`src/rtl/psw_pkg.sv`:
```
package psw_pkg;

    localparam int FLAGS_W  = 16;
    localparam int BYTE_W   = 8;
    localparam int N_UPD    = 6;
    localparam int N_CTL    = 3;
    localparam int COND_W   = 5;

    // Bit positions inside the flags word (neighbouring logic decodes them)
    localparam int POS_CARRY = 0;
    localparam int POS_PAR   = 2;
    localparam int POS_AUX   = 4;
    localparam int POS_ZERO  = 6;
    localparam int POS_SIGN  = 7;
    localparam int POS_STEP  = 8;
    localparam int POS_IRQ   = 9;
    localparam int POS_DIR   = 10;
    localparam int POS_OVF   = 11;

    localparam logic [FLAGS_W-1:0] DEF_MASK  = 16'h0FD5;
    localparam logic [FLAGS_W-1:0] COND_MASK = 16'h08D5;
    localparam logic [FLAGS_W-1:0] CTL_MASK  = 16'h0700;

    // Predicate bases: code = {base, invert} for bases 0..7
    localparam logic [3:0] BASE_OVF  = 4'd0;
    localparam logic [3:0] BASE_CY   = 4'd1;
    localparam logic [3:0] BASE_ZR   = 4'd2;
    localparam logic [3:0] BASE_CYZR = 4'd3;
    localparam logic [3:0] BASE_SGN  = 4'd4;
    localparam logic [3:0] BASE_PAR  = 4'd5;
    localparam logic [3:0] BASE_LT   = 4'd6;
    localparam logic [3:0] BASE_LE   = 4'd7;
    localparam logic [COND_W-1:0] CC_CNT_ZERO = 5'd16;

    typedef struct packed {
        logic [FLAGS_W-1:0] flags;
    } psw_state_t;

    function automatic int upd_pos(input int idx);
        case (idx)
            0:       upd_pos = POS_CARRY;
            1:       upd_pos = POS_PAR;
            2:       upd_pos = POS_AUX;
            3:       upd_pos = POS_ZERO;
            4:       upd_pos = POS_SIGN;
            default: upd_pos = POS_OVF;
        endcase
    endfunction

    function automatic int ctl_pos(input int idx);
        case (idx)
            0:       ctl_pos = POS_STEP;
            1:       ctl_pos = POS_IRQ;
            default: ctl_pos = POS_DIR;
        endcase
    endfunction

endpackage

```
`src/rtl/psw_result_eval.sv`:
```
module psw_result_eval
    import psw_pkg::*;
#(
    parameter int DATA_W = 16
) (
    input  logic [DATA_W-1:0] res_i,
    input  logic              wide_i,
    output logic              zero_o,
    output logic              sign_o,
    output logic              par_o
);
    localparam int LO_W = BYTE_W;

    logic [LO_W-1:0] lo_byte;
    logic            lo_zero;
    logic            hi_zero;
    logic [LO_W:0]   par_chain;

    assign lo_byte = res_i[LO_W-1:0];
    assign lo_zero = (lo_byte == '0);
    assign hi_zero = (res_i[DATA_W-1:LO_W] == '0);

    // Parity chain over the low byte
    assign par_chain[0] = 1'b0;
    for (genvar g = 0; g < LO_W; g++) begin : g_par
        assign par_chain[g+1] = par_chain[g] ^ lo_byte[g];
    end

    always_comb begin
        par_o = ~par_chain[LO_W];
        if (wide_i) begin
            zero_o = lo_zero & hi_zero;
            sign_o = res_i[DATA_W-1];
        end else begin
            zero_o = lo_zero;
            sign_o = res_i[LO_W-1];
        end
    end

endmodule

```
`src/rtl/psw_ctl_next.sv`:
```
module psw_ctl_next
    import psw_pkg::*;
#(
    parameter int NUM = N_CTL
) (
    input  logic [NUM-1:0] cur_i,
    input  logic [NUM-1:0] set_i,
    input  logic [NUM-1:0] clr_i,
    output logic [NUM-1:0] nxt_o
);
    for (genvar g = 0; g < NUM; g++) begin : g_ctl
        always_comb begin
            if (set_i[g]) begin
                nxt_o[g] = 1'b1;
            end else if (clr_i[g]) begin
                nxt_o[g] = 1'b0;
            end else begin
                nxt_o[g] = cur_i[g];
            end
        end
    end

endmodule

```
`src/rtl/psw_branch_eval.sv`:
```
module psw_branch_eval
    import psw_pkg::*;
(
    input  logic [FLAGS_W-1:0] flags_i,
    input  logic [COND_W-1:0]  cond_i,
    input  logic               cnt_zero_i,
    output logic               take_o
);
    logic       cy, zr, sg, pr, ov;
    logic       raw;
    logic [3:0] base;
    logic       inv;

    assign cy   = flags_i[POS_CARRY];
    assign zr   = flags_i[POS_ZERO];
    assign sg   = flags_i[POS_SIGN];
    assign pr   = flags_i[POS_PAR];
    assign ov   = flags_i[POS_OVF];
    assign base = cond_i[COND_W-1:1];
    assign inv  = cond_i[0];

    always_comb begin
        case (base)
            BASE_OVF:  raw = ov;
            BASE_CY:   raw = cy;
            BASE_ZR:   raw = zr;
            BASE_CYZR: raw = cy | zr;
            BASE_SGN:  raw = sg;
            BASE_PAR:  raw = pr;
            BASE_LT:   raw = sg ^ ov;
            BASE_LE:   raw = (sg ^ ov) | zr;
            default:   raw = 1'b0;
        endcase

        if (cond_i == CC_CNT_ZERO) begin
            take_o = cnt_zero_i;
        end else if (cond_i[COND_W-1]) begin
            take_o = 1'b0;
        end else begin
            take_o = raw ^ inv;
        end
    end

endmodule

```
`src/rtl/psw_cond_unit.sv`:
```
module psw_cond_unit
    import psw_pkg::*;
#(
    parameter int                 DATA_W   = 16,
    parameter logic [FLAGS_W-1:0] RSVD_VAL = 16'hF002
) (
    input  logic                clk_i,
    input  logic                rst_ni,
    input  logic [DATA_W-1:0]   res_i,
    input  logic                carry_i,
    input  logic                aux_i,
    input  logic                ovf_i,
    input  logic                wide_i,
    input  logic [N_UPD-1:0]    upd_en_i,
    input  logic [N_CTL-1:0]    ctl_set_i,
    input  logic [N_CTL-1:0]    ctl_clr_i,
    input  logic                load_i,
    input  logic [FLAGS_W-1:0]  load_val_i,
    input  logic [COND_W-1:0]   cond_i,
    input  logic                cnt_zero_i,
    output logic [FLAGS_W-1:0]  flags_o,
    output logic                take_o
);
    localparam logic [FLAGS_W-1:0] RSVD_FIX = RSVD_VAL & ~DEF_MASK;

    psw_state_t state_d, state_q;

    logic             zero_w, sign_w, par_w;
    logic [N_UPD-1:0] cand;
    logic [N_CTL-1:0] ctl_cur, ctl_nxt;

    psw_result_eval #(.DATA_W(DATA_W)) result_i (
        .res_i  (res_i),
        .wide_i (wide_i),
        .zero_o (zero_w),
        .sign_o (sign_w),
        .par_o  (par_w)
    );

    // Candidate vector in enable-bit order
    assign cand = {ovf_i, sign_w, zero_w, aux_i, par_w, carry_i};

    for (genvar g = 0; g < N_CTL; g++) begin : g_ctl_tap
        assign ctl_cur[g] = state_q.flags[ctl_pos(g)];
    end

    psw_ctl_next #(.NUM(N_CTL)) ctl_i (
        .cur_i (ctl_cur),
        .set_i (ctl_set_i),
        .clr_i (ctl_clr_i),
        .nxt_o (ctl_nxt)
    );

    always_comb begin
        state_d = state_q;
        if (load_i) begin
            state_d.flags = load_val_i;
        end else begin
            for (int i = 0; i < N_UPD; i++) begin
                if (upd_en_i[i]) begin
                    state_d.flags[upd_pos(i)] = cand[i];
                end
            end
            for (int j = 0; j < N_CTL; j++) begin
                state_d.flags[ctl_pos(j)] = ctl_nxt[j];
            end
        end
        state_d.flags = (state_d.flags & DEF_MASK) | RSVD_FIX;
    end

    always_ff @(posedge clk_i) begin
        if (!rst_ni) begin
            state_q.flags <= RSVD_FIX;
        end else begin
            state_q <= state_d;
        end
    end

    assign flags_o = state_q.flags;

    psw_branch_eval branch_i (
        .flags_i    (state_q.flags),
        .cond_i     (cond_i),
        .cnt_zero_i (cnt_zero_i),
        .take_o     (take_o)
    );

endmodule

```
`config.mk`:
```
export PLATFORM = sky130hd
export DESIGN_NAME = psw_cond_unit
export DESIGN_NICKNAME = d
export VERILOG_FILES = /design/src/rtl/psw_pkg.sv /design/src/rtl/psw_result_eval.sv /design/src/rtl/psw_ctl_next.sv /design/src/rtl/psw_branch_eval.sv /design/src/rtl/psw_cond_unit.sv
export SDC_FILE = /design/constraint.sdc
export NUM_CORES = 1
export LEC_CHECK = 0
export BUFFER_PORTS_ARGS = -buffer_cell sky130_fd_sc_hd__buf_2
export CORE_ASPECT_RATIO = 1.4
export CORE_MARGIN = 3
export CORE_UTILIZATION = 30
export DETAILED_ROUTE_END_ITERATION = 7
export HOLD_SLACK_MARGIN = 0.15
export PLACE_DENSITY = 0.75
export SYNTH_ARGS = -nofsm -noshare
export SYNTH_HDL_FRONTEND = slang
export SYNTH_SLANG_ARGS = --single-unit
```
`constraint.sdc`:
```
create_clock -name clk_i -period 1.5 [get_ports clk_i]
set_input_delay 0.225 -clock clk_i [delete_from_list [all_inputs] [get_ports clk_i]]
set_output_delay 0.225 -clock clk_i [all_outputs]
set_load 0.05 [all_outputs]
```
==> metrics.md, run 1 <==
| Metric | Value |
|---|---|
| Row count | `19` |
| Post-synth EDFFs | `0` |
| Clk buf depth | `2` |
| Setup crit end | `take_o` |
| Post-layout worst setup margin | `-357.3 ps` |
| Hold-critical path depth | `3` |
| H-tree Lvls | `1` |
| Top cells by count, synth | `a21oi_1, dfxtp_1, nand2_1` |
| Initial antenna violation count | `0` |
| Pre-antenna DRT Iters | `4` |
| Critical path endpoint category | `output port` |
| Max reg flops | `9` |
| Gate Count Post-Synth | `83` |
| Failing checks | `negative setup slack` |
| Worst flop-to-flop path endpoint | `flags_o[2]$_SDFFE_PN0P_` |
| Die height | `62.05 microns` |
| Origin of the worst setup path | `flags_o[2]$_SDFFE_PN0P_` |
| # nets final | `206` |
| Crit start category | `flip-flop` |
| DR WL/cell | `12.13 microns` |
| P_sw | `0.0002851 W` |
| Gate power share | `42.4%` |
| Fill cells | `218` |
| Total core area | `2044 sq um` |
| Period utilisation layout | `123.8%` |
| Worst Hold Class | `primary input to flip-flop` |
| Synth unique cells | `30` |
| Die span in x | `46.04 microns` |
| Ys flop type | `dfxtp_1` |
| Setup CP Type | `flip-flop to output port` |
| Maximum VDD drop | `0.3889 mV` |
| R2r worst-path depth | `4` |
| Number of diodes | `0` |
| Sequential Area | `188.9 sq um` |
| GP Congestion | `0.7577` |
| Worst-path clk slew | `60 ps` |
| Vias in the first global route | `736` |
| Sw Ratio | `36.42%` |
| Io pins | `74` |
| Post-synth ARST share | `0%` |
| Cells after DPL | `164` |
| Share of cells above drive strength 1 | `50.34%` |
| Remaining antenna violation count after routing | `0` |
| First-pass GRT wire length | `2.815 mm` |
| Minimum clock period | `1857 ps` |
| Area grow syn2layout | `54.83%` |
| Cell Pwr Density | `751.3 nW/um^2` |
| Ys Warns | `0` |
| RSZ-0062 raised after global routing | `yes` |
| CTS Buf Count | `3` |
| Internal Pwr Total | `0.0004979 W` |
| Largest net degree at the start of global routing | `12` |
| Area of the multi-input gates | `442.9 sq um` |
| Drt initial violations | `30` |
| Fmax | `538.4 MHz` |
| Die area | `2856 sq um` |
| Status | `finished with violations` |
| Gr usage total | `13.55%` |
| CTS tree | `done` |
| Final max-slew violation count | `0` |
| FF+latch count, synth | `9` |
| Via count | `813` |
| Max Clock Skew | `0 ps` |
| Tot Pwr | `0.0007830 W` |
| Syn avg cell area | `8.110 sq um` |
| Clock Latency Late Sink | `250 ps` |
| Clock share of power | `23.5%` |
| Top cells by area, synth | `dfxtp_1, buf_4, a21oi_1, xnor3_1, mux2i_1` |
| Hold path start | `load_val_i[2]` |
| Final wirelength | `2.038 mm` |
| Max cap viols | `0` |
| Area share of the largest cell type after synthesis | `26.77%` |
| Worst Path Required | `1270 ps` |
| HPWL after DPL | `1.712 mm` |
| Sequential share of power | `34.1%` |
| Total grt overflow | `0` |
| Initial Utilization | `32.93%` |
| Pleak | `0.5704 nW` |
| Drt drc | `0` |
| Final Hold Fails | `0` |
| Setup TNS | `-357.3 ps` |
| Area leader, netlist | `dfxtp_1` |
| Final cell count without fillers | `168` |
| CP arrival | `1630 ps` |
| # clock sinks | `9` |
| Sequential cell area fraction in the yosys report | `26.77%` |
| Worst R2R Setup Slack | `560 ps` |
| Mapped Area | `673.1 sq um` |
| Final setup fails | `1` |
| IO buf count | `59` |
| Crit-path max FO | `2` |
| Root Buffer | `clkbuf_4` |
| Reg-to-Reg Start | `flags_o[2]$_SDFFE_PN0P_` |
| Via/cell ratio | `4.839` |
## area by class of cell
type | instances | area share (%)
sequential | 9 | 18.13
multi-input combinational | 64 | 42.50
inverter | 7 | 2.521
timing repair buffer | 63 | 31.81
clock buffer | 4 | 2.521
tap | 21 | 2.521
## kinds of logic after synthesis
| group | after synthesis | share of synthesized area, % |
|---|---|---|
| AO/OA/AOI/OAI | 22 | 19.89 |
| XOR/XNOR | 4 | 9.294 |
| other | 2 | 1.116 |
| buffers and inverters | 15 | 12.27 |
| AND/OR/NAND/NOR | 24 | 19.52 |
| adder cells (fa/ha/maj) | 1 | 1.858 |
| flip-flops | 9 | 26.77 |
| multiplexers | 6 | 9.294 |
## how the worst min path moves through the flow
stage                          endpoint  slack [ps]
6_report        flags_o[2]$_SDFFE_PN0P_         210
3_5_place_dp    flags_o[2]$_SDFFE_PN0P_         480
4_1_cts         flags_o[2]$_SDFFE_PN0P_         210
3_3_place_gp    flags_o[2]$_SDFFE_PN0P_         480
2_1_floorplan  flags_o[11]$_SDFFE_PN0P_         350
5_1_grt         flags_o[2]$_SDFFE_PN0P_         230
## what timing repair did
item | CTS | global route
resized for setup | 2 | 0
setup buffers | 0 | 0
pin swaps | 1 | 0
setup endpoints to repair | 1 | 1
hold buffers | 0 | 0
## critical path, stage by stage (launching register included)
cell and delay (ps):
dfxtp_4 340, or3b_1 360, o2111ai_2 70, nand4_1 130
mux2_4 330, buf_6 150
## stage by stage
stage	util, %	hold slack (ps)	cell area [sq um]	setup WS, ps
floorplan	-	345.9	714.4	-63.70
global placement	49.39	479.4	1010	-165.5
detailed placement	49.39	481.7	1010	-211.9
CTS	50.98	206.6	1042	-371.5
global route	50.98	230.3	1042	-429.0
finish	50.98	213.3	1042	-357.3
## power by group through the flow
stage | combinational (W) | clock, W | sequential [W]
4_1_cts | 0.000333 | 0.000191 | 0.000267
3_5_place_dp | 0.000327 | 0 | 0.000272
2_1_floorplan | 0.000163 | 0 | 0.000334
5_1_grt | 0.000357 | 0.000197 | 0.000269
6_report | 0.000332 | 0.000184 | 0.000267
3_3_place_gp | 0.000322 | 0 | 0.000271
## placed cells by master (no fill, tap or decap), drive strengths merged, types with 3 or more instances in the layout
cell type,synthesis,routed
dfxtp,9,9
mux2i,4,4
buf,7,63
clkbuf,1,4
conb,2,7
inv,7,7
nand2,8,8
a21oi,9,9
o21ai,7,7
and2,3,3
## layer usage
metal | up-vias | share of wire, % | GRT usage, %
met2 | 41 | 56 | 26.97
li1 | 407 | - | -
met3 | 4 | 8.2 | 2.305
met1 | 361 | 34 | 13.36
met4 | 0 | 1.7 | 4.878
met5 | - | 0 | 0
Note: power is estimated with default switching activity, not from simulation.
==> inputs of run 2 (changes only) <==
--- a/config.mk
+++ b/config.mk
@@ -6,6 +6,7 @@
 export NUM_CORES = 1
 export LEC_CHECK = 0
 export BUFFER_PORTS_ARGS = -buffer_cell sky130_fd_sc_hd__buf_2
+export CAP_MARGIN = 25
 export CORE_ASPECT_RATIO = 1.4
 export CORE_MARGIN = 3
 export CORE_UTILIZATION = 30
==> constraint.sdc (replaced) <==
create_clock -name clk_i -period 1.5 [get_ports clk_i]
set_input_delay 0.075 -clock clk_i [delete_from_list [all_inputs] [get_ports clk_i]]
set_output_delay 0.075 -clock clk_i [all_outputs]
set_load 0.05 [all_outputs]
==> run 2 against run 1 <==
  * Maximum frequency is 7.6% higher
  * Hold slack worse by 65 ps
  * The run still ends with negative setup slack left
  * Largest cell class is now non-clock buffers
  * Non-clock buffer count is 14 higher
  * Final cell count grew 8.3%
  * Combinational power is 11% higher
  * Clock-buffer cell count unchanged
  * Critical path depth stayed put
  * Register-to-register slack got worse by 390 ps
  * Sequential share of layout area decreased by 2.7 points
  * Clock skew unchanged
==> metrics.md, run 2 (same netlist as run 1, synthesis figures left out) <==
| Metric | Value |
|---|---|
| Final wirelength | `2.204 mm` |
| Sequential share of power | `32.9%` |
| Clock Latency Late Sink | `250 ps` |
| Clock share of power | `21.9%` |
| Fmax | `579.5 MHz` |
| Share of cells above drive strength 1 | `44.72%` |
| CTS tree | `done` |
| Max cap viols | `0` |
| Row count | `19` |
| CTS Buf Count | `3` |
| Failing checks | `negative setup slack` |
| Drt initial violations | `19` |
| Final Core Density | `58.08%` |
| Reg-to-Reg Start | `flags_o[6]$_SDFFE_PN0P_` |
| Worst R2R Setup Slack | `170 ps` |
| Max Clock Skew | `0 ps` |
| Area grow syn2layout | `76.39%` |
| End of the worst hold path | `flags_o[0]$_SDFFE_PN0P_` |
| Worst flop-to-flop path endpoint | `flags_o[6]$_SDFFE_PN0P_` |
| P_sw | `0.0002889 W` |
| Gate power share | `45.2%` |
| Hold path start | `load_val_i[0]` |
| Cells after DPL | `161` |
| Maximum VDD drop | `0.5746 mV` |
| Worst Path Required | `1420 ps` |
| Max reg flops | `9` |
| Pleak | `0.6335 nW` |
| Via/cell ratio | `4.764` |
| First-pass GRT wire length | `3.381 mm` |
| CP arrival | `1650 ps` |
| Io pins | `74` |
| # nets final | `220` |
| Drt drc | `0` |
| GP Congestion | `0.6770` |
| Status | `finished with violations` |
| DR WL/cell | `12.11 microns` |
| Largest net degree at the start of global routing | `12` |
| Vias in the first global route | `864` |
| Min Hold Slack | `147.9 ps` |
| IO buf count | `59` |
| Worst-path clk slew | `60 ps` |
| Setup CP Type | `flip-flop to output port` |
| Hold-critical path depth | `4` |
| HPWL after DPL | `1.631 mm` |
| Die height | `62.05 microns` |
| Via count | `867` |
| Crit-path max FO | `2` |
| Initial antenna violation count | `0` |
| Tot Pwr | `0.0008176 W` |
| Critical-path cell list | `or3b_4 > o2111ai_2 > nand4_1 > mux2_4 > buf_8` |
| Minimum clock period | `1726 ps` |
| Final Hold Fails | `0` |
| Number of diodes | `0` |
| Gr usage total | `15.95%` |
| Worst Hold Class | `primary input to flip-flop` |
| Commonest non-fill, non-tap cell in the layout | `buf_2` |
| Total core area | `2044 sq um` |
| Internal Pwr Total | `0.0005287 W` |
| Critical path endpoint category | `output port` |
| Clk buf depth | `2` |
| # clock sinks | `9` |
| Final setup fails | `1` |
| Pre-antenna DRT Iters | `4` |
| Total grt overflow | `0` |
| RSZ-0062 raised after global routing | `yes` |
| Sw Ratio | `35.33%` |
| Remaining antenna violation count after routing | `0` |
| Final cell count without fillers | `182` |
| Setup TNS | `-225.6 ps` |
| R2r worst-path depth | `4` |
| Crit start category | `flip-flop` |
| Cell Pwr Density | `688.5 nW/um^2` |
| Initial Utilization | `32.93%` |
| Post-layout worst setup margin | `-225.6 ps` |
| Worst stage delay on the critical path | `370 ps` |
| Die area | `2856 sq um` |
| H-tree Lvls | `1` |
| Most frequent cells in the layout | `buf_2, dlygate4sd3_1, a21oi_1` |
| Die span in x | `46.04 microns` |
| Period utilisation layout | `115.0%` |
| Fill cells | `194` |
| Root Buffer | `clkbuf_4` |
| Crit path max-delay cell type | `or3b_4` |
| Final max-slew violation count | `0` |
[run 2: changes by cell type in the layout (fill, tap and decap cells not counted)]
cell           before  now
dfxtp_1             6    7
or3b_1              1    0
dfxtp_2             1    2
buf_4               4    2
buf_8               0    1
buf_6               1    0
dfxtp_4             2    0
dlygate4sd3_1       0   16
or3b_4              0    1
[run 2: timing repair]
action | in CTS | in global routing
hold buffers | 16 | 0
endpoints found under the setup margin | 1 | 1
setup buffers | 1 | 0
hold endpoints to repair | 9 | 0
pin swaps | 3 | 1
gates resized for setup | 5 | 2
[run 2: how the worst max path moves through the flow]
stage	slack [ps]	end	startpoint	cells past startpoint
after CTS	-200	take_o	flags_o[2]$_SDFFE_PN0P_	5
after global placement	-30	flags_o[2]$_SDFFE_PN0P_	res_i[0]	7
after detailed placement	-80	flags_o[2]$_SDFFE_PN0P_	res_i[0]	7
after global routing	-260	take_o	flags_o[2]$_SDFFE_PN0P_	5
final	-230	take_o	flags_o[2]$_SDFFE_PN0P_	5
after floorplan	50	take_o	flags_o[2]$_SDFFE_PN0P_	4
[run 2: metal layers]
layer	GRT usage, %	wire [microns]	vias to the layer above
met3	1.729	181	2
met2	32.09	1260	46
met4	4.878	14	0
li1	-	-	435
met1	16.40	748	384
met5	0	0	-
[run 2: through the flow]
step | cell area, sq um | setup slack (ps)
3_3_place_gp | 967.2 | -34.79
2_1_floorplan | 694.4 | 45.39
4_1_cts | 1181 | -195.3
6_report | 1187 | -225.6
3_5_place_dp | 967.2 | -81.77
5_1_grt | 1187 | -259.7
[run 2: power groups by stage]
stage / Combinational, W / Sequential [W] / Clock, W
6_report: 0.000370 / 0.000269 / 0.000179
5_1_grt: 0.000399 / 0.000271 / 0.000190
4_1_cts: 0.000364 / 0.000268 / 0.000179
3_5_place_dp: 0.000315 / 0.000274 / 0
3_3_place_gp: 0.000308 / 0.000274 / 0
2_1_floorplan: 0.000158 / 0.000334 / 0
[run 2: worst max-delay path: cells and delay by family, from the launching register on]
| kind | cells | cell delay, ps |
|---|---|---|
| compound gates | 1 | 70 |
| buf+inv | 1 | 150 |
| flops | 1 | 320 |
| mux | 1 | 330 |
| simple gates | 2 | 520 |
[run 2: area by class of cell]
cell class	count	area (sq um)	area share (%)
Inverter	7	26.28	2.213
Multi-Input combinational cell	64	445.4	37.51
Clock buffer	4	26.28	2.213
Sequential cell	9	182.7	15.38
Tap cell	21	26.28	2.213
Timing Repair Buffer	77	480.5	40.46
